### src/rtl/lvlirq_pkg.sv
package lvlirq_pkg;

   typedef enum logic [1:0] {
      SEL_NONE,
      SEL_CAUSE,
      SEL_MASK,
      SEL_PRST
   } reg_sel_e;

   function automatic reg_sel_e decode_sel(input logic [31:0] addr,
                                           input int unsigned cause_off,
                                           input int unsigned mask_off,
                                           input int unsigned prst_off);
      if (addr == cause_off)      return SEL_CAUSE;
      else if (addr == mask_off)  return SEL_MASK;
      else if (addr == prst_off)  return SEL_PRST;
      else                        return SEL_NONE;
   endfunction

endpackage

### src/rtl/lvlirq_sw_sync.sv
module lvlirq_sw_sync #(
   parameter int STAGES = 2
) (
   input  logic clk,
   input  logic rst,
   input  logic sw_n,
   output logic sw_live,
   output logic press
);

   generate
      if (STAGES < 2) begin : g_bad_stages
         $error("lvlirq_sw_sync: STAGES must be at least 2");
      end
   endgenerate

   logic [STAGES-1:0] chain_q;
   logic              prev_q;

   always_ff @(posedge clk) begin
      if (rst) begin
         chain_q <= '1;
         prev_q  <= 1'b1;
      end else begin
         chain_q <= {chain_q[STAGES-2:0], sw_n};
         prev_q  <= chain_q[STAGES-1];
      end
   end

   assign sw_live = chain_q[STAGES-1];
   assign press   = prev_q & ~chain_q[STAGES-1];


   press_single_chk: assert property (@(posedge clk) disable iff (rst)
      press |=> !press);

endmodule

### src/rtl/lvlirq_cause.sv
module lvlirq_cause #(
   parameter int NSRC      = 32,
   parameter int LATCH_BIT = 1,
   parameter int STATE_BIT = 16
) (
   input  logic            clk,
   input  logic            rst,
   input  logic [NSRC-1:0] src_lvl,
   input  logic            sw_live,
   input  logic            press,
   input  logic            clr_latch,
   output logic [NSRC-1:0] cause
);

   generate
      if (LATCH_BIT >= NSRC || STATE_BIT >= NSRC || LATCH_BIT == STATE_BIT) begin : g_bad_bits
         $error("lvlirq_cause: special bit positions invalid");
      end
      for (genvar i = 0; i < NSRC; i++) begin : g_bit
         if (i == LATCH_BIT) begin : g_latch
            logic latch_q;
            logic unused_src;
            assign unused_src = src_lvl[i];
            always_ff @(posedge clk) begin
               if (rst)            latch_q <= 1'b0;
               else if (press)     latch_q <= 1'b1;
               else if (clr_latch) latch_q <= 1'b0;
            end
            assign cause[i] = latch_q;


            latch_set_src_chk: assert property (@(posedge clk) disable iff (rst)
               $rose(latch_q) |-> $past(press));

            latch_clr_src_chk: assert property (@(posedge clk) disable iff (rst)
               $fell(latch_q) |-> ($past(clr_latch) && !$past(press)));
         end else if (i == STATE_BIT) begin : g_state
            logic unused_src;
            assign unused_src = src_lvl[i];
            assign cause[i]   = sw_live;
         end else begin : g_level
            assign cause[i] = src_lvl[i];
         end
      end
   endgenerate

endmodule

### src/rtl/lvlirq_mask.sv
module lvlirq_mask #(
   parameter  int NSRC  = 32,
   localparam int NLANE = NSRC / 8
) (
   input  logic             clk,
   input  logic             rst,
   input  logic             we,
   input  logic [NSRC-1:0]  wdata,
   input  logic [NLANE-1:0] be,
   output logic [NSRC-1:0]  mask
);

   generate
      if (NSRC % 8 != 0 || NSRC < 8) begin : g_bad_width
         $error("lvlirq_mask: NSRC must be a nonzero multiple of 8");
      end
      for (genvar l = 0; l < NLANE; l++) begin : g_lane
         logic [7:0] lane_q;
         always_ff @(posedge clk) begin
            if (rst)               lane_q <= '0;
            else if (we && be[l])  lane_q <= wdata[8*l +: 8];
         end
         assign mask[8*l +: 8] = lane_q;
      end
   endgenerate


   mask_idle_hold_chk: assert property (@(posedge clk) disable iff (rst)
      (!we || be == '0) |=> $stable(mask));

endmodule

### src/rtl/lvlirq_ctrl.sv
module lvlirq_ctrl #(
   parameter int          NSRC        = 32,
   parameter int          AW          = 6,
   parameter int          LATCH_BIT   = 1,
   parameter int          STATE_BIT   = 16,
   parameter int          SYNC_STAGES = 2,
   parameter int unsigned CAUSE_OFF   = 'h00,
   parameter int unsigned MASK_OFF    = 'h04,
   parameter int unsigned PRST_OFF    = 'h24
) (
   input  logic              clk,
   input  logic              rst,
   input  logic [NSRC-1:0]   src_lvl,
   input  logic              sw_n,
   input  logic              wr_en,
   input  logic [AW-1:0]     wr_addr,
   input  logic [NSRC-1:0]   wr_data,
   input  logic [NSRC/8-1:0] wr_be,
   input  logic [AW-1:0]     rd_addr,
   output logic [NSRC-1:0]   rd_data,
   output logic              irq_o,
   output logic              plat_rst_o
);
   import lvlirq_pkg::*;

   localparam int NLANE      = NSRC / 8;
   localparam int LATCH_LANE = LATCH_BIT / 8;

   generate
      if (AW > 32 || PRST_OFF >= (64'd1 << AW) || MASK_OFF >= (64'd1 << AW)
          || CAUSE_OFF >= (64'd1 << AW)) begin : g_bad_addr
         $error("lvlirq_ctrl: offsets do not fit the address width");
      end
      if (CAUSE_OFF == MASK_OFF || CAUSE_OFF == PRST_OFF || MASK_OFF == PRST_OFF) begin : g_bad_map
         $error("lvlirq_ctrl: register offsets must be distinct");
      end
   endgenerate

   reg_sel_e        wr_sel, rd_sel;
   logic [NSRC-1:0] cause, mask_q;
   logic            sw_live, press, clr_latch, mask_we, prst_hit, prst_q;

   assign wr_sel = wr_en ? decode_sel(32'(wr_addr), CAUSE_OFF, MASK_OFF, PRST_OFF) : SEL_NONE;
   assign rd_sel = decode_sel(32'(rd_addr), CAUSE_OFF, MASK_OFF, PRST_OFF);

   assign clr_latch = (wr_sel == SEL_CAUSE) && wr_be[LATCH_LANE] && wr_data[LATCH_BIT];
   assign mask_we   = (wr_sel == SEL_MASK);
   assign prst_hit  = (wr_sel == SEL_PRST) && wr_be[0] && (wr_data[7:0] == 8'h00);

   lvlirq_sw_sync #(.STAGES(SYNC_STAGES)) u_sync (
      .clk     (clk),
      .rst     (rst),
      .sw_n    (sw_n),
      .sw_live (sw_live),
      .press   (press)
   );

   lvlirq_cause #(.NSRC(NSRC), .LATCH_BIT(LATCH_BIT), .STATE_BIT(STATE_BIT)) u_cause (
      .clk       (clk),
      .rst       (rst),
      .src_lvl   (src_lvl),
      .sw_live   (sw_live),
      .press     (press),
      .clr_latch (clr_latch),
      .cause     (cause)
   );

   lvlirq_mask #(.NSRC(NSRC)) u_mask (
      .clk   (clk),
      .rst   (rst),
      .we    (mask_we),
      .wdata (wr_data),
      .be    (wr_be[NLANE-1:0]),
      .mask  (mask_q)
   );

   always_ff @(posedge clk) begin
      if (rst) prst_q <= 1'b0;
      else     prst_q <= prst_hit;
   end
   assign plat_rst_o = prst_q;

   always_comb begin
      unique case (rd_sel)
         SEL_CAUSE: rd_data = cause;
         SEL_MASK:  rd_data = mask_q;
         default:   rd_data = '0;
      endcase
   end

   assign irq_o = |(cause & mask_q);


   irq_masked_chk: assert property (@(posedge clk) disable iff (rst)
      (mask_q == '0) |-> !irq_o);

   prst_needs_write_chk: assert property (@(posedge clk) disable iff (rst)
      plat_rst_o |-> $past(wr_en && wr_be[0]));

   prst_quiet_chk: assert property (@(posedge clk) disable iff (rst)
      !wr_en |=> !plat_rst_o);

   mask_other_addr_chk: assert property (@(posedge clk) disable iff (rst)
      (wr_en && wr_sel != SEL_MASK) |=> $stable(mask_q));

endmodule

### config.mk
export PLATFORM = sky130hd
export DESIGN_NAME = lvlirq_ctrl
export DESIGN_NICKNAME = d
export VERILOG_FILES = /design/src/rtl/lvlirq_pkg.sv /design/src/rtl/lvlirq_sw_sync.sv /design/src/rtl/lvlirq_cause.sv /design/src/rtl/lvlirq_mask.sv /design/src/rtl/lvlirq_ctrl.sv
export SDC_FILE = /design/constraint.sdc
export NUM_CORES = 1
export LEC_CHECK = 0
export ABC_AREA = 0
export CORE_ASPECT_RATIO = 1.1
export CORE_MARGIN = 4
export CORE_UTILIZATION = 40
export CTS_CLUSTER_DIAMETER = 30
export DETAILED_ROUTE_END_ITERATION = 8
export DONT_BUFFER_PORTS = 1
export SETUP_SLACK_MARGIN = 0.02
export SKIP_CTS_REPAIR_TIMING = 1
export SYNTH_ARGS = -nofsm -noshare
export SYNTH_HDL_FRONTEND = slang
export SYNTH_SLANG_ARGS = --single-unit
### constraint.sdc
create_clock -name clk -period 1.6 [get_ports clk]
set_input_delay 0.08 -clock clk [delete_from_list [all_inputs] [get_ports clk]]
set_output_delay 0.08 -clock clk [all_outputs]
set_load 0.01 [all_outputs]
# Word level (Yosys, flattened, before mapping)
# Index checks and enable logic that the tools add are counted.
# word_totals
ff_bits	37
elab_cells	43
inputBits	84
out_inout_bits	34
# classes
n_reduce_logical	13
bitwise_logic	3
n_eq_ne	9
n_mux	10
# op_table
operator	count
case mux 32 bit (2 select lines)	1
AND 32 bit	1
OR reduction 32 bit	1
2-to-1 mux 2 bit	7
equality test 6 x 3 -> 1 bit (second input constant)	2
equality test 6 bit (second input constant)	2
zero test 6 bit	2
logical AND 1 bit	8
zero test 8 bit	1
equality test 2 bit (second input constant)	3
equality test 2 x 1 -> 1 bit (second input constant)	2
2-to-1 mux 1 bit	2
nonzero test 2 bit	1
AND 1 bit	1
inverter 1 bit	1

# Depth between registers and ports, before layout
# logic_depth
depth_word	10
ltp_mapped	7

# Hierarchy
# Synthesis repeated with hierarchy kept, for this count alone.
# hier_totals
hier_cells	303
hier_area_um2	2514.9
# by_module_without_submodules
module	instances	seq_area_each_um2	cells_each	area_each_um2
lvlirq_mask	1	640.6	146	1463.9
lvlirq_ctrl	1	20.0	114	686.9
lvlirq_cause	1	20.0	36	279.0
lvlirq_sw_sync	1	60.1	7	85.1

# Worst setup path after synthesis
# OpenSTA, ideal clock, no wires.
# synth_timing
path_kind	in2out
from	input rd_addr[3]
to	output rd_data[11]
path_stages	7
n_path_buf	1
arrival_ns	1.350
setup_slack_ns	0.170
path_cell_list	nor4_1 nand2_1 inv_1 ha_1 clkbuf_1 a22oi_1 nor2_1
# synth_between
elab_chain_len	6
# synth_rtl
element	line	source
start: declaration	lvlirq_ctrl.sv:19	input logic [AW-1:0] rd_addr,
equality test 6 bit	lvlirq_pkg.sv:16	else if (addr == prst_off) return SEL_PRST;
2-to-1 mux 2 bit	lvlirq_pkg.sv:16	
2-to-1 mux 2 bit	lvlirq_pkg.sv:15	else if (addr == mask_off) return SEL_MASK;
2-to-1 mux 2 bit (*)	lvlirq_pkg.sv:14	if (addr == cause_off) return SEL_CAUSE;
equality test 2 bit / equality test 2 x 1 -> 1 bit (equally long branches)	lvlirq_ctrl.sv:84	unique case (rd_sel)
case mux 32 bit (2 select lines) (*)	lvlirq_ctrl.sv:84	
end: declaration	lvlirq_ctrl.sv:20	output logic [NSRC-1:0] rd_data,
# Mark *: on every way between the ends. The rest lies on a longest branch, timed or not.

# Final worst setup path
# layout_timing
from	register u_mask.g_lane[3].lane_q[6]
to	output irq_o
# layout_between
elab_chain_len	2
# layout_rtl
element	line	source
start: declaration	lvlirq_mask.sv:18	logic [7:0] lane_q;
start signal: assignment	lvlirq_mask.sv:21	else if (we && be[l]) lane_q <= wdata[8*l +: 8];
AND 32 bit	lvlirq_ctrl.sv:91	assign irq_o = |(cause & mask_q);
OR reduction 32 bit	lvlirq_ctrl.sv:91	
end: declaration	lvlirq_ctrl.sv:21	output logic irq_o,
# No other way between the ends.

==> results.md <==
* **run status** finished with violations
* **failing checks** setup timing
* **Req. time, crit path** 1.52 ns
* **Final WS setup** -0.00169 ns
* **count of state elements after synthesis** 37
* **width of the die** 77.2 um
* **Syn. warnings** 0
* **final design utilization** 52.8%
* **unrepaired setup endpoints after global routing** true
* **Pwr Density** 663 nW/um^2
* **remaining global-route overflow** 0
* **buffer type at the clock tree root** sky130_fd_sc_hd__clkbuf_8
* **number of I/O pins** 118
* **proportion of power drawn by flip-flops and latches** 52.4%
* **number of design-rule violations left by the first detailed-router iteration** 279
* **Hold WC Path Type** primary input to flop
* **Unique masters post-synth** 27
* **number of detailed-route iterations in the first pass** 4
* **Reg-to-Reg Start** u_mask.g_lane[3].lane_q[0]
* **Final Net Count** 391
* **max-cap check violation count** 0
* **portion of the post-synthesis area used by sequential elements** 35.2%
* **Max stage delay on crit path** 0.56 ns
* **first-pass GRT wire length** 11200 um
* **number of vias per cell** 6.34
* **top routing layer in use** met4
* **setup total negative slack** -0.00169 ns
* **die area** 6490 um^2
* **hold depth** 2
* **number of CTS-inserted buffers** 5
* **sort of element at the start of the critical path** flop
* **clock share of power** 37.2%
* **routed wl met3** 846 um
* **critical register-to-register path endpoint** u_mask.g_lane[3].lane_q[0]
* **P&R area growth vs syn** 27.0%
* **worst hold path endpoint** u_cause.g_bit[1].g_latch.latch_q
* **filler instances** 502
* **final cell count without fillers** 364
* **worst relative slew slack** 66.0%
* **routability congestion estimate** 0.774
* **amount of wire on met2 after detailed routing** 3770 um
* **average size of a mapped cell** 7.66 um^2
* **count of final hold-check violations** 0
* **initial antenna violation count** 0
* **r2r worst-path depth** 4
* **Net Sw Power** 0.450 mW
* **register-to-register setup slack** 0.31 ns
* **clock latency at the later pin of the worst-skew pair** 0.28 ns
* **max-slew violation total from the final report** 0
* **TritonCTS clock tree** done
* **Starting Density** 41.6%
* **Area contributors post-synth** sky130_fd_sc_hd__dfxtp_1 (35%), sky130_fd_sc_hd__a22oi_1 (17%), sky130_fd_sc_hd__a21oi_1 (7.6%)
* **Post-route DRC** 0
* **estimated wirelength of the detail-placed design** 5490 um
* **# placed instances** 320
* **fraction of layout instances using a drive strength above 1** 12.7%
* **biggest fanout along the worst timing path** 2
* **period utilisation layout** 100%
* **largest net degree at the start of global routing** 38
* **static leakage power** 0.788 nW
* **Metal-1 WL** 3100 um
* **final critical path time including I/O delays and setup** 1.60 ns
* **GRT Overall Usage** 21.9%
* **transition time at the pin with the least slew margin** 0.509 ns
* **element type at the critical path end** primary output
* **via count of the first global-routing pass** 2111
* **total power consumption of the routed design** 1.77 mW
* **ordered cell list for the critical path** a22oi_2 > nand4_1 > or4_4
* **share of total power consumed by net switching** 25.3%
* **core area** 5070 um^2
* **largest buffer count on any clock path** 2
* **post-synthesis cell type with the largest combined area** sky130_fd_sc_hd__dfxtp_1
* **Inserted Diodes** 0
* **internal power component** 1.32 mW
* **Clock Skews** 0.00168 ns
* **syn_nets** 361
* **IR drop worst, VDD** 0.415 mV
* **slowest stage cell, crit path** sky130_fd_sc_hd__or4_4
* **clock transition at the registers of the reported paths** 0.08 ns
* **proportion of power drawn by combinational gates** 10.4%
* **total standard cell area after synthesis** 2110 um^2
* **area share of the largest cell type after synthesis** 35.2%
* **Finish-stage setup viols** 1
* **routed length per placed instance** 21.5 um
* **y dimension of the die** 84.1 um
* **number of instances in the synthesized netlist** 275
* **Rows** 27
* **Peak Freq** 624 MHz
* **depth of the CTS H-tree** 2
* **critical hold path startpoint** rst
* **residual antenna-violating net count after detailed routing** 0
* **number of input and output port buffers inserted** 0
* **final wirelength** 7810 um
* **arrival time worst endpoint** 1.52 ns
* **worst setup path category** flop to primary output
* **vias after detailed routing** 2307
* **clock sink count** 37
[synthesized netlist by cell type]
master and instances:
sky130_fd_sc_hd__o21ai_1 30, sky130_fd_sc_hd__and4b_1 3, sky130_fd_sc_hd__buf_2 4, sky130_fd_sc_hd__nor3_1 1
sky130_fd_sc_hd__xnor2_1 1, sky130_fd_sc_hd__nand4b_1 4, sky130_fd_sc_hd__a32o_1 1, sky130_fd_sc_hd__nor2b_1 1
sky130_fd_sc_hd__or4_1 1, sky130_fd_sc_hd__nand3_1 24, sky130_fd_sc_hd__clkbuf_1 17, sky130_fd_sc_hd__buf_6 3
sky130_fd_sc_hd__ha_1 2, sky130_fd_sc_hd__a22oi_1 48, sky130_fd_sc_hd__inv_1 4, sky130_fd_sc_hd__and2_1 1
sky130_fd_sc_hd__a21oi_1 32, sky130_fd_sc_hd__nand4_1 14, sky130_fd_sc_hd__or2_2 2, sky130_fd_sc_hd__nand2_1 3
sky130_fd_sc_hd__nor4_4 1, sky130_fd_sc_hd__dfxtp_1 37, sky130_fd_sc_hd__buf_4 1, sky130_fd_sc_hd__o21ai_0 2
sky130_fd_sc_hd__nor4_1 3, sky130_fd_sc_hd__or4_4 1, sky130_fd_sc_hd__nor2_1 34
[stage by stage]
stage	cell area, um^2	setup slack [ns]	hold slack [ns]
2_1_floorplan	2110	0.170	0.184
3_3_place_gp	2170	0.105	0.155
6_report	2680	-0.00169	0.00126
5_1_grt	2680	-0.0501	0.0269
3_5_place_dp	2170	0.0923	0.157
4_1_cts	2250	-0.129	-0.154
[layout by cell type (no fill, tap or decap), types with 2 or more instances in the layout]
cell type / Yosys / routed
sky130_fd_sc_hd__ha_1: 2 / 2
sky130_fd_sc_hd__clkbuf_8: 0 / 5
sky130_fd_sc_hd__o21ai_0: 2 / 2
sky130_fd_sc_hd__dfxtp_1: 37 / 32
sky130_fd_sc_hd__a22oi_1: 48 / 41
sky130_fd_sc_hd__buf_12: 0 / 3
sky130_fd_sc_hd__nand3_1: 24 / 24
sky130_fd_sc_hd__a22oi_2: 0 / 7
sky130_fd_sc_hd__o21ai_1: 30 / 30
sky130_fd_sc_hd__or2_2: 2 / 2
sky130_fd_sc_hd__nand4_1: 14 / 14
sky130_fd_sc_hd__nand4b_1: 4 / 4
sky130_fd_sc_hd__clkinv_2: 0 / 2
sky130_fd_sc_hd__nor4_1: 3 / 2
sky130_fd_sc_hd__and4b_1: 3 / 3
sky130_fd_sc_hd__buf_4: 1 / 10
sky130_fd_sc_hd__nor2_1: 34 / 33
sky130_fd_sc_hd__a21oi_1: 32 / 32
sky130_fd_sc_hd__dfxtp_2: 0 / 5
sky130_fd_sc_hd__or4_4: 1 / 2
sky130_fd_sc_hd__dlygate4sd3_1: 0 / 35
sky130_fd_sc_hd__inv_1: 4 / 4
sky130_fd_sc_hd__nand2_1: 3 / 3
[power by group through the flow]
stage | Sequential (mW) | Clock [mW] | Combinational [mW]
finish | 0.931 | 0.659 | 0.185
global route | 0.932 | 0.703 | 0.202
CTS | 0.930 | 0.659 | 0.0927
detailed placement | 0.952 | 0 | 0.0928
global placement | 0.952 | 0 | 0.0916
floorplan | 0.951 | 0 | 0.0900
[routing by layer]
layer / GRT usage [%] / vias to the layer above
met1: 27.9 / 1069
met3: 7.99 / 8
met4: 5.18 / 0
met5: 0 / -
li1: - / 1107
met2: 34.9 / 123
[sequential cells by signal (all words and copies together), names as in the netlist]
name,flops
u_sync.chain_q,2
u_sync.prev_q,1
plat_rst_o,1
u_cause.g_bit.g_latch.latch_q,1
u_mask.g_lane.lane_q,32
[final cells by class]
cell class	instances	area (um^2)	area share, %
sequential	37	747	27.9
clock buffer	6	72.6	2.71
tap	58	72.6	2.71
clock inverter	2	10.0	0.374
inverter	4	15.0	0.561
timing repair buffer	48	485	18.1
multi-input combinational	209	1270	47.6
[worst max-delay path, delay by kind of cell, from the launching register on]
| kind | cells | cell delay [ns] |
|---|---|---|
| flops | 1 | 0.33 |
| simple gates | 2 | 0.71 |
| compound gates | 1 | 0.19 |
[how the worst max path moves through the flow]
stage                                           from           to  slack [ns]  cells past startpoint
after floorplan                           rd_addr[3]  rd_data[11]        0.17                      7
after global placement                    rd_addr[3]   rd_data[0]        0.10                      5
after detailed placement                  rd_addr[3]   rd_data[7]        0.09                      7
after CTS                 u_mask.g_lane[3].lane_q[6]        irq_o       -0.13                      3
after global routing      u_mask.g_lane[1].lane_q[5]        irq_o       -0.05                      3
final                     u_mask.g_lane[3].lane_q[6]        irq_o      -0.002                      3
[cells by family (layout without fill, tap and decap cells)]
| logic type | Yosys count | after routing | share of synthesized area (%) |
|---|---|---|---|
| xor+xnor | 1 | 1 | 0.416 |
| buf+inv | 29 | 60 | 6.65 |
| compound gates | 113 | 113 | 32.8 |
| fa+ha+maj | 2 | 2 | 1.19 |
| flops | 37 | 37 | 35.2 |
| simple gates | 93 | 93 | 23.8 |
(Power assumes the default switching activity.)
